[src/rtl/slot_hp_pkg.sv]
`timescale 1ns/1ps
package slot_hp_pkg;
  typedef enum logic [1:0] {
    REQ_HOT_ADD = 2'd0,
    REQ_HOT_DEL = 2'd1,
    REQ_COLD    = 2'd2,
    REQ_NONE    = 2'd3
  } req_kind_e;

  typedef enum logic [2:0] {
    SEL_UP, SEL_DOWN, SEL_EJECT, SEL_RMV, SEL_NONE
  } win_sel_e;

  localparam logic [3:0] OFF_UP    = 4'h0;
  localparam logic [3:0] OFF_DOWN  = 4'h4;
  localparam logic [3:0] OFF_EJECT = 4'h8;
  localparam logic [3:0] OFF_RMV   = 4'hC;
endpackage

[src/rtl/slot_hp_lowbit.sv]
`timescale 1ns/1ps
module slot_hp_lowbit #(
  parameter int N = 32
) (
  input  logic [N-1:0] vec_i,
  output logic [N-1:0] low_o
);
  logic [N:0] seen;
  assign seen[0] = 1'b0;
  for (genvar i = 0; i < N; i++) begin : g_bit
    assign low_o[i]    = vec_i[i] & ~seen[i];
    assign seen[i + 1] = seen[i] | vec_i[i];
  end
endmodule

[src/rtl/slot_hp_decode.sv]
`timescale 1ns/1ps
module slot_hp_decode
  import slot_hp_pkg::*;
#(
  parameter int ADDR_W = 4,
  parameter int BE_W   = 4
) (
  input  logic              acc_valid,
  input  logic              acc_write,
  input  logic [ADDR_W-1:0] acc_addr,
  input  logic [BE_W-1:0]   acc_be,
  input  logic              block_i,
  output logic              eject_wr_o,
  output logic              rd_en_o,
  output win_sel_e          rd_sel_o
);
  logic full_word;
  logic [3:0] off;

  assign full_word = &acc_be;
  assign off       = 4'(acc_addr);

  always_comb begin
    eject_wr_o = 1'b0;
    rd_en_o    = 1'b0;
    rd_sel_o   = SEL_NONE;
    if (acc_valid && !block_i) begin
      if (acc_write) begin
        eject_wr_o = full_word && (off == OFF_EJECT);
      end else begin
        rd_en_o = 1'b1;
        if (full_word) begin
          case (off)
            OFF_UP:    rd_sel_o = SEL_UP;
            OFF_DOWN:  rd_sel_o = SEL_DOWN;
            OFF_EJECT: rd_sel_o = SEL_EJECT;
            OFF_RMV:   rd_sel_o = SEL_RMV;
            default:   rd_sel_o = SEL_NONE;
          endcase
        end
      end
    end
  end
endmodule

[src/rtl/slot_hp_masks.sv]
`timescale 1ns/1ps
module slot_hp_masks
  import slot_hp_pkg::*;
#(
  parameter int NSLOT  = 32,
  parameter int SLOT_W = 5
) (
  input  logic              clk,
  input  logic              rst,
  input  logic              plat_reset,
  input  logic              eject_wr,
  input  logic [NSLOT-1:0]  eject_sel,
  input  logic              req_valid,
  input  logic [1:0]        req_kind,
  input  logic [SLOT_W-1:0] req_slot,
  input  logic              req_fixed,
  output logic [NSLOT-1:0]  present_o,
  output logic [NSLOT-1:0]  hp_en_o,
  output logic [NSLOT-1:0]  pending_o,
  output logic              gpe_evt_o,
  output logic [NSLOT-1:0]  eject_done_o
);
  logic [NSLOT-1:0] present_q, hp_en_q, pending_q, fixed_q, done_q;
  logic [NSLOT-1:0] n_present, n_hp_en, n_pending, n_fixed, n_done, gone, slot_bit;
  logic gpe_q, n_gpe;
  req_kind_e kind;

  assign kind     = req_kind_e'(req_kind);
  assign slot_bit = NSLOT'(1) << req_slot;

  always_comb begin
    n_present = present_q;
    n_hp_en   = hp_en_q;
    n_pending = pending_q;
    n_fixed   = fixed_q;
    n_done    = '0;
    n_gpe     = 1'b0;
    gone      = '0;
    if (plat_reset) begin
      gone      = pending_q & ~fixed_q;
      n_done    = pending_q;
      n_present = present_q & ~gone;
      n_fixed   = fixed_q & ~gone;
      n_pending = '0;
      n_hp_en   = ~n_fixed;
    end else begin
      if (eject_wr) begin
        n_done    = eject_sel;
        n_pending = n_pending & ~eject_sel;
        if ((eject_sel & fixed_q) == '0) begin
          n_present = n_present & ~eject_sel;
          n_fixed   = n_fixed & ~eject_sel;
        end
      end
      if (req_valid) begin
        case (kind)
          REQ_HOT_ADD, REQ_COLD: begin
            n_present = n_present | slot_bit;
            n_fixed   = req_fixed ? (n_fixed | slot_bit) : (n_fixed & ~slot_bit);
            n_gpe     = (kind == REQ_HOT_ADD);
          end
          REQ_HOT_DEL: begin
            n_pending = n_pending | slot_bit;
            n_gpe     = 1'b1;
          end
          default: ;
        endcase
      end
    end
  end

  always_ff @(posedge clk) begin
    if (rst) begin
      present_q <= '0;
      hp_en_q   <= '1;
      pending_q <= '0;
      fixed_q   <= '0;
      done_q    <= '0;
      gpe_q     <= 1'b0;
    end else begin
      present_q <= n_present;
      hp_en_q   <= n_hp_en;
      pending_q <= n_pending;
      fixed_q   <= n_fixed;
      done_q    <= n_done;
      gpe_q     <= n_gpe;
    end
  end

  assign present_o    = present_q;
  assign hp_en_o      = hp_en_q;
  assign pending_o    = pending_q;
  assign gpe_evt_o    = gpe_q;
  assign eject_done_o = done_q;
endmodule

[src/rtl/slot_hotplug_ctrl.sv]
`timescale 1ns/1ps
module slot_hotplug_ctrl
  import slot_hp_pkg::*;
#(
  parameter int NSLOT  = 32,
  parameter int ADDR_W = 4,
  parameter int DATA_W = 32,
  localparam int SLOT_W = $clog2(NSLOT),
  localparam int BE_W   = DATA_W / 8
) (
  input  logic              clk,
  input  logic              rst,
  input  logic              plat_reset,
  input  logic              req_valid,
  input  logic [1:0]        req_kind,
  input  logic [SLOT_W-1:0] req_slot,
  input  logic              req_fixed,
  input  logic              acc_valid,
  input  logic              acc_write,
  input  logic [ADDR_W-1:0] acc_addr,
  input  logic [BE_W-1:0]   acc_be,
  input  logic [DATA_W-1:0] acc_wdata,
  output logic              rd_valid,
  output logic [DATA_W-1:0] rd_data,
  output logic              gpe_evt,
  output logic [NSLOT-1:0]  eject_done
);
  logic             eject_wr, rd_en;
  win_sel_e         rd_sel;
  logic [NSLOT-1:0] eject_sel, present_m, hp_en_m, pending_m, rd_slots;
  logic [DATA_W-1:0] rd_word;
  logic             rd_valid_q;
  logic [DATA_W-1:0] rd_data_q;

  slot_hp_decode #(.ADDR_W(ADDR_W), .BE_W(BE_W)) u_decode (
    .acc_valid (acc_valid),
    .acc_write (acc_write),
    .acc_addr  (acc_addr),
    .acc_be    (acc_be),
    .block_i   (plat_reset),
    .eject_wr_o(eject_wr),
    .rd_en_o   (rd_en),
    .rd_sel_o  (rd_sel)
  );

  slot_hp_lowbit #(.N(NSLOT)) u_lowbit (
    .vec_i(acc_wdata[NSLOT-1:0]),
    .low_o(eject_sel)
  );

  slot_hp_masks #(.NSLOT(NSLOT), .SLOT_W(SLOT_W)) u_masks (
    .clk         (clk),
    .rst         (rst),
    .plat_reset  (plat_reset),
    .eject_wr    (eject_wr),
    .eject_sel   (eject_sel),
    .req_valid   (req_valid),
    .req_kind    (req_kind),
    .req_slot    (req_slot),
    .req_fixed   (req_fixed),
    .present_o   (present_m),
    .hp_en_o     (hp_en_m),
    .pending_o   (pending_m),
    .gpe_evt_o   (gpe_evt),
    .eject_done_o(eject_done)
  );

  always_comb begin
    case (rd_sel)
      SEL_UP:   rd_slots = present_m & hp_en_m;
      SEL_DOWN: rd_slots = pending_m;
      SEL_RMV:  rd_slots = hp_en_m;
      default:  rd_slots = '0;
    endcase
    rd_word = '0;
    rd_word[NSLOT-1:0] = rd_slots;
  end

  always_ff @(posedge clk) begin
    if (rst) begin
      rd_valid_q <= 1'b0;
      rd_data_q  <= '0;
    end else begin
      rd_valid_q <= rd_en;
      rd_data_q  <= rd_en ? rd_word : '0;
    end
  end

  assign rd_valid = rd_valid_q;
  assign rd_data  = rd_data_q;
endmodule

[config.mk]
export PLATFORM = sky130hd
export DESIGN_NAME = slot_hotplug_ctrl
export DESIGN_NICKNAME = d
export VERILOG_FILES = /design/src/rtl/slot_hp_pkg.sv /design/src/rtl/slot_hp_lowbit.sv /design/src/rtl/slot_hp_decode.sv /design/src/rtl/slot_hp_masks.sv /design/src/rtl/slot_hotplug_ctrl.sv
export SDC_FILE = /design/constraint.sdc
export NUM_CORES = 1
export LEC_CHECK = 0
export ABC_AREA = 1
export ABC_CLOCK_PERIOD_IN_PS = 2800
export BUFFER_PORTS_ARGS = -buffer_cell sky130_fd_sc_hd__buf_2
export CAP_MARGIN = 10
export CELL_PAD_IN_SITES_DETAIL_PLACEMENT = 1
export CELL_PAD_IN_SITES_GLOBAL_PLACEMENT = 1
export CORE_MARGIN = 3
export CORE_UTILIZATION = 41
export CTS_CLUSTER_DIAMETER = 50
export CTS_CLUSTER_SIZE = 16
export DETAILED_ROUTE_END_ITERATION = 12
export GPL_TIMING_DRIVEN = 1
export PLACE_DENSITY_LB_ADDON = 0.1
export REMOVE_ABC_BUFFERS = 1
export SLEW_MARGIN = 10
export SYNTH_ARGS = -nofsm -noshare
export SYNTH_HDL_FRONTEND = slang
export SYNTH_SLANG_ARGS = --single-unit
[constraint.sdc]
create_clock -name clk -period 2.8 [get_ports clk]
set_input_delay 0.14 -clock clk [delete_from_list [all_inputs] [get_ports clk]]
set_output_delay 0.14 -clock clk [all_outputs]
set_load 0.05 [all_outputs]
==> results of run 1 <==
Yosys cell counts (10+ instances only):
library cell | n | area (sq um)
dfxtp_1 | 194 | 3880
clkbuf_1 | 64 | 240
o21ai_0 | 37 | 185
nand4_1 | 47 | 294
nor2_1 | 84 | 315
nand3_1 | 109 | 546
nand2_1 | 452 | 1700
o22ai_1 | 29 | 181
a21oi_1 | 77 | 385
inv_1 | 134 | 503
o211ai_1 | 40 | 300
nor3_1 | 10 | 50.1
cells in the final DEF, fill, tap and decap left out, drive strengths merged, types with 29 or more instances in the layout:
master	synthesis	final
o211ai	40	40
o22ai	29	29
nand2	452	452
buf	12	188
nand3	111	111
o21ai	40	40
a21oi	77	77
dfxtp	194	194
nor2	91	91
nand4	53	53
inv	135	140
worst max-delay path: stages (launching register included):
cell and delay (ns):
dfxtp_2 0.34, nand3_2 0.06, nand2_1 0.04, nand3b_1 0.15
nor2_2 0.16, nand3_1 0.09, nor2_1 0.13, nand3_1 0.12
nor2_1 0.10, nand3_1 0.08, nor2_1 0.12, nand3_1 0.10
nor2_2 0.12, nand3_1 0.09, nor2_1 0.09, nand3_1 0.10
nor2_1 0.10, nand3_1 0.11, nor2_1 0.12, nand4_1 0.16
nor2_4 0.19, buf_4 0.14, buf_8 0.13, nand4_1 0.09
nand2_1 0.07, nand2_1 0.05, nand2_1 0.06, nand2_1 0.05
metal layers:
metal,global-route usage [%],share of wire (%),vias to the layer above
met5,0,0.077,-
met3,5.59,6.7,50
met4,6.73,1.5,4
met1,39.6,45,4708
li1,-,-,4614
met2,47.4,46,368
power breakdown:
part / switching, mW / internal (mW) / leakage, nW / total, mW
combinational: 0.377 / 0.154 / 3.20 / 0.531
clock: 1.20 / 1.17 / 0.264 / 2.37
sequential: 0.0532 / 2.83 / 1.58 / 2.88
kinds of logic (layout without fill, tap and decap cells):
group	count (synthesis)	after routing	synth area share, %
compound gates	199	199	12.7
buf+inv	214	360	9.27
flops	194	194	42.6
other cells	0	1	0
simple gates	728	728	35.4
sequential cells by signal, indices dropped and copies added (netlist names):
name                  flops
u_masks.present_o        32
rd_data                  32
u_masks.hp_en_o          32
u_masks.eject_done_o     32
u_masks.pending_o        32
u_masks.gpe_evt_o         1
u_masks.fixed_q          32
rd_valid                  1
worst max-delay path by stage:
| stage | to | slack, ns |
|---|---|---|
| 6_report | u_masks.present_o[5] | -0.47 |
| 3_5_place_dp | u_masks.present_o[0] | -0.40 |
| 2_1_floorplan | rd_data[0] | -1.68 |
| 5_1_grt | u_masks.present_o[28] | -0.75 |
| 4_1_cts | u_masks.present_o[31] | -0.40 |
| 3_3_place_gp | u_masks.present_o[1] | -0.32 |
cell type report:
| class | instances | share of cell area (%) |
|---|---|---|
| flip-flops and latches | 194 | 35.4 |
| clock inverters | 14 | 1.13 |
| inverters | 138 | 4.72 |
| clock buffers | 18 | 3.91 |
| well taps | 275 | 3.13 |
| diodes | 1 | 0.0228 |
| repair buffers | 190 | 11.2 |
| multi-input cells | 927 | 40.5 |
repair_timing:
| item | 4_1_cts | 5_1_grt |
|---|---|---|
| pin swaps | 2 | 13 |
| hold buffers | 2 | 0 |
| endpoints found under the hold margin | 2 | 0 |
| gates resized for setup | 11 | 13 |
| setup endpoints to repair | 32 | 36 |
| cloned | 2 | 0 |
| buffers inserted | 4 | 11 |
==> flow_metrics.py, run 1 <==
metrics = {
    "clock_network": {
        "cts_htree_levels": 4,
        "cts_root_buf": "clkbuf_16",
        "cts_buffers": 17,
        "clock_path_buffers": 2,
        "cts_tree": "built",
        "clk_latency_ns": 0.45,
        "cts_sinks": 194,
        "path_clk_slew_ns": 0.08,
    },
    "yosys": {
        "avgSynthCellArea_sq_um": 6.82,
        "post_synth_num_cell_types": 31,
        "synthCells": 1335,
        "synth_seq_cells": 194,
        "async_flop_share_pct": 0,
        "yosysSeqAreaShare_pct": 42.6,
        "synth_area_sq_um": 9110,
        "synthFlopType": "dfxtp_1",
        "synth_edf_count": 0,
        "ys_warn_count": 0,
    },
    "sta": {
        "period_share_pct": 117,
        "finalHoldViolCount": 0,
        "worstMarginPinSlew_ns": 0.858,
        "finalCriticalPeriod_ns": 3.27,
        "rsz0062_at_grt": "true",
        "hold_ws_ns": 0.0293,
        "setup_slack_ns": -0.466,
        "max_freq_mhz": 306,
        "setup_violations": 35,
        "maxSlewHeadroom_pct": 42.4,
        "finalSetupTns_ns": -13.88,
        "final_max_slew_viol_count": 0,
        "clock_skew_ns": 0.0137,
    },
    "flow_run": {
        "cap_viol_max_count": 0,
    },
    "route": {
        "drtPass1Iterations": 5,
        "drtIter0Drc": 655,
        "routed_wl_mm": 35.3,
        "vias_per_cell": 5.55,
        "drc": 0,
        "wl_per_cell_microns": 20.1,
        "drt.antenna.violating_nets": 0,
        "vias": 9744,
    },
    "die": {
        "die_area_sq_um": 24000,
        "rows": 53,
        "core_area_sq_um": 21400,
        "ioPinCount": 120,
        "initial_core_util_pct": 42.5,
        "die_w_microns": 155,
        "die_height_microns": 155,
    },
    "cells_and_area": {
        "finalInstanceArea_sq_um": 11000,
        "drive_gt1_share_pct": 17.1,
        "post-route-util_pct": 51.3,
        "nNetsFinal": 1522,
        "fillCellCount": 2818,
        "final-seq-area_sq_um": 3890,
        "instances_no_fill": 1757,
        "multi_input_area_sq_um": 4450,
        "syn_to_final_growth_pct": 20.5,
    },
    "hold_path": {
        "hold_path_end": "rd_valid",
        "hp-start": "acc_valid",
        "worstHoldPathCells": 3,
        "min_path_type": "in -> reg",
    },
    "critical_path": {
        "crit_path_start": "u_masks.fixed_q[1]",
        "path_class": "reg -> reg",
        "cp.arrival_ns": 3.61,
        "cp.required_ns": 3.14,
        "start_kind": "register",
        "r2r_start": "u_masks.fixed_q[1]",
        "regToRegEndpoint": "u_masks.present_o[5]",
        "end_kind": "register",
        "critPathMaxFanout": 6,
        "r2r_cells": 27,
        "ff2ff_setup_slack_ns": -0.47,
    },
    "global_routing": {
        "grt_overflow": 0,
        "grt_pass1_wl_mm": 54.2,
        "grt_pass1_vias": 9669,
        "grt_max_degree": 62,
        "antenna_found_initial": 3,
        "track_usage_pct": 28.9,
    },
    "placement": {
        "gp_routability_congestion": 0.860,
        "placed_cell_area_sq_um": 10200,
        "dp_hpwl_mm": 22.7,
        "io_buffers": 119,
        "pre_cts_ws_ns": -0.401,
        "place_inst": 1708,
    },
    "run_status": {
        "outcome": "finished with violations",
        "failed_checks": "setup timing",
    },
    "power": {
        "powerDensity_nw_per_um2": 526,
        "p_total_mw": 5.78,
        "ir_drop_mv": 0.332,
        "leakagePower_nw": 5.04,
    },
}
Power figures use the tool's default switching activity.
==> run 2, diff against run 1 <==
- CORE_UTILIZATION: 41 -> 43
- CTS_BUF_LIST: default -> sky130_fd_sc_hd__clkbuf_8
- SYNTH_HIERARCHICAL: default -> 1
==> flow_metrics.py, run 2 <==
metrics = {
    "cells_and_area": {
        "finalInstanceArea_sq_um": 11300,
        "final-seq-area_sq_um": 3880,
        "mostFrequentLayoutCell": "nand2_1",
        "syn_to_final_growth_pct": 16.1,
        "drive_gt1_share_pct": 17.4,
        "post-route-util_pct": 51.3,
        "multi_input_area_sq_um": 4860,
        "nNetsFinal": 1635,
        "mostFrequentLayoutCells": "nand2_1 (442), dfxtp_1 (194), inv_1 (184)",
        "fillCellCount": 3004,
    },
    "yosys": {
        "post_synth_num_cell_types": 31,
        "yosysMostFrequentCell": "nand2_1",
        "synth_top_area_share_pct": 39.8,
        "yosys-top-cells-count": "nand2_1 (452), dfxtp_1 (194), inv_1 (187), nand3_1 (179), a21oi_1 (90)",
        "async_flop_share_pct": 0,
        "synth_edf_count": 0,
        "synth_fa_ha_area_share_pct": 0,
        "synthCells": 1473,
        "yosysSeqAreaShare_pct": 39.8,
        "synth_area_sq_um": 9760,
        "synth_compound_area_share_pct": 10.0,
        "synth_seq_cells": 194,
        "synth_area_leader_cell": "dfxtp_1",
        "yosys.area_share.simple_pct": 38.0,
        "avgSynthCellArea_sq_um": 6.63,
        "synth_xor_area_share_pct": 0,
        "synthTopCellsByArea": "dfxtp_1 (40%), nand2_1 (17%), nand3_1 (9.2%), inv_1 (7.2%), a21oi_1 (4.6%)",
        "ys_warn_count": 6,
        "synth_top_family_by_area": "simple AND/OR/NAND/NOR gates",
        "synthFlopType": "dfxtp_1",
        "synthMuxAreaShare_pct": 0,
    },
    "power": {
        "p_clk_share_pct": 40.2,
        "pwr-share-seq_pct": 51.6,
        "leakagePower_nw": 5.58,
        "combinationalPowerShare_pct": 8.2,
        "sw_frac_of_total_pct": 26.7,
        "powerDensity_nw_per_um2": 483,
        "ir_drop_mv": 0.242,
        "p_sw_mw": 1.46,
        "internal-power_mw": 4.01,
    },
    "critical_path": {
        "r2r_cells": 10,
        "start_kind": "primary input",
        "end_kind": "register",
        "cp.required_ns": 3.21,
        "crit_path_start": "acc_wdata[1]",
        "regToRegEndpoint": "u_masks/present_o[17]",
        "ff2ff_setup_slack_ns": 0.97,
        "cp.arrival_ns": 3.12,
        "path_class": "in -> reg",
        "critPathMaxFanout": 8,
        "r2r_start": "u_masks/fixed_q[17]",
    },
    "sta": {
        "maxSlewHeadroom_pct": 47.3,
        "worstMarginPinSlew_ns": 0.790,
        "finalCriticalPeriod_ns": 2.70,
        "finalSetupTns_ns": 0,
        "period_share_pct": 96.6,
        "setup_slack_ns": 0.0954,
        "rsz0062_at_grt": "true",
        "setup_violations": 0,
        "finalHoldViolCount": 0,
        "hold_ws_ns": 0.0585,
        "clock_skew_ns": 0.0173,
        "max_freq_mhz": 370,
        "final_max_slew_viol_count": 0,
    },
    "clock_network": {
        "cts_tree": "built",
        "clock_path_buffers": 2,
        "path_clk_slew_ns": 0.11,
        "clk_latency_ns": 0.48,
        "cts_htree_levels": 4,
        "cts_root_buf": "clkbuf_8",
        "cts_buffers": 17,
        "cts_sinks": 194,
    },
    "die": {
        "ioPinCount": 120,
        "die_area_sq_um": 24500,
        "core_area_sq_um": 22100,
        "die_height_microns": 157,
        "initial_core_util_pct": 44.2,
        "die_w_microns": 157,
        "rows": 54,
    },
    "hold_path": {
        "worstHoldPathCells": 4,
        "hp-start": "acc_wdata[8]",
        "min_path_type": "in -> reg",
        "hold_path_end": "u_masks/eject_done_o[9]",
    },
    "route": {
        "wl_per_cell_microns": 19.6,
        "vias_per_cell": 5.53,
        "drc": 0,
        "routed_wl_mm": 36.8,
        "drtPass1Iterations": 5,
        "drt.antenna.violating_nets": 0,
        "drtIter0Drc": 648,
        "vias": 10380,
    },
    "run_status": {
        "outcome": "finished clean",
    },
    "global_routing": {
        "track_usage_pct": 29.2,
        "grt_pass1_wl_mm": 56.0,
        "antenna_found_initial": 4,
        "grt_max_degree": 64,
        "grt_pass1_vias": 10418,
        "grt_overflow": 0,
    },
    "placement": {
        "placed_cell_area_sq_um": 10600,
        "pre_cts_ws_ns": -0.374,
        "gp_routability_congestion": 0.896,
        "io_buffers": 119,
        "dp_hpwl_mm": 22.4,
    },
    "flow_run": {
        "cap_viol_max_count": 0,
    },
}
## run 2: cell count changes in the layout (fill, tap and decap cells not counted), moves of 17 or more
cell       before  now
nand3_1       107  173
inv_1         133  184
o211ai_1       40    0
o22ai_1        29    9
buf_4          61   43
clkbuf_8        0   18
clkbuf_16      17    0
## run 2: critical path, stage by stage
cell and delay, ns:
buf_8 0.10, nor2_4 0.13, nand4_4 0.10, nor3_4 0.26, nand4_4 0.13, nor2_4 0.13
nand4_4 0.10, nor2_4 0.13, nand4_4 0.11, nor2_4 0.15, nand4_4 0.11, nor2_4 0.13
nand4_4 0.12, nor2_4 0.14, nand4_4 0.13, nor2_4 0.14, nand2_1 0.08, nand2_2 0.09
nor2_4 0.04, nand2_4 0.14, nor2_4 0.14, nand3_1 0.10, nand2_1 0.06, nand2_1 0.06
nand2_1 0.05, nand2_1 0.08
## run 2: power groups by stage
| stage | Combinational (mW) | Clock (mW) | Sequential (mW) |
|---|---|---|---|
| after floorplan | 0.176 | 0 | 2.92 |
| final | 0.449 | 2.20 | 2.82 |
| after global placement | 0.423 | 0 | 2.88 |
| after detailed placement | 0.430 | 0 | 2.88 |
| after CTS | 0.436 | 2.24 | 2.82 |
| after global routing | 0.481 | 2.36 | 2.83 |
## run 2: timing repair
| item | in CTS | in global routing |
|---|---|---|
| setup endpoints to repair | 0 | 32 |
| resized for setup | 0 | 39 |
| hold endpoints to repair | 4 | 0 |
| setup buffers | 0 | 3 |
| hold buffers | 3 | 0 |
## run 2: layer usage
metal,vias up,GRT usage (%),share of wire (%)
met5,-,0,0.035
li1,4926,-,-
met1,5026,37.5,43
met4,2,8.92,2.2
met2,366,51.0,48
met3,60,3.98,6.5
## run 2: kinds of logic (layout without fill, tap and decap cells)
logic type | Yosys count | after routing
compound gates | 186 | 186
flops | 194 | 194
simple gates | 816 | 819
buf+inv | 277 | 395
other cells | 0 | 3
## run 2: cell type report
class,count,share of cell area [%]
diodes,3,0.0663
clock buffers,18,2.19
clock inverters,14,1.98
inverters,195,6.46
multi-input cells,1005,42.9
flip-flops and latches,194,34.3
well taps,280,3.09
repair buffers,168,9.04
## run 2: through the flow
| step | cells | total power [mW] |
|---|---|---|
| after floorplan | 1391 | 3.09 |
| after global placement | 1833 | 3.30 |
| after detailed placement | 1833 | 3.31 |
| after CTS | 1868 | 5.50 |
| after global routing | 1876 | 5.67 |
| final | 1877 | 5.47 |
## run 2: worst max path at each step
stage,endpoint,slack [ns]
floorplan,u_masks/fixed_q[15],-0.19
global placement,u_masks/present_o[3],-0.21
detailed placement,u_masks/present_o[20],-0.37
CTS,u_masks/present_o[13],0.12
global route,u_masks/present_o[27],-0.1
finish,u_masks/present_o[20],0.1
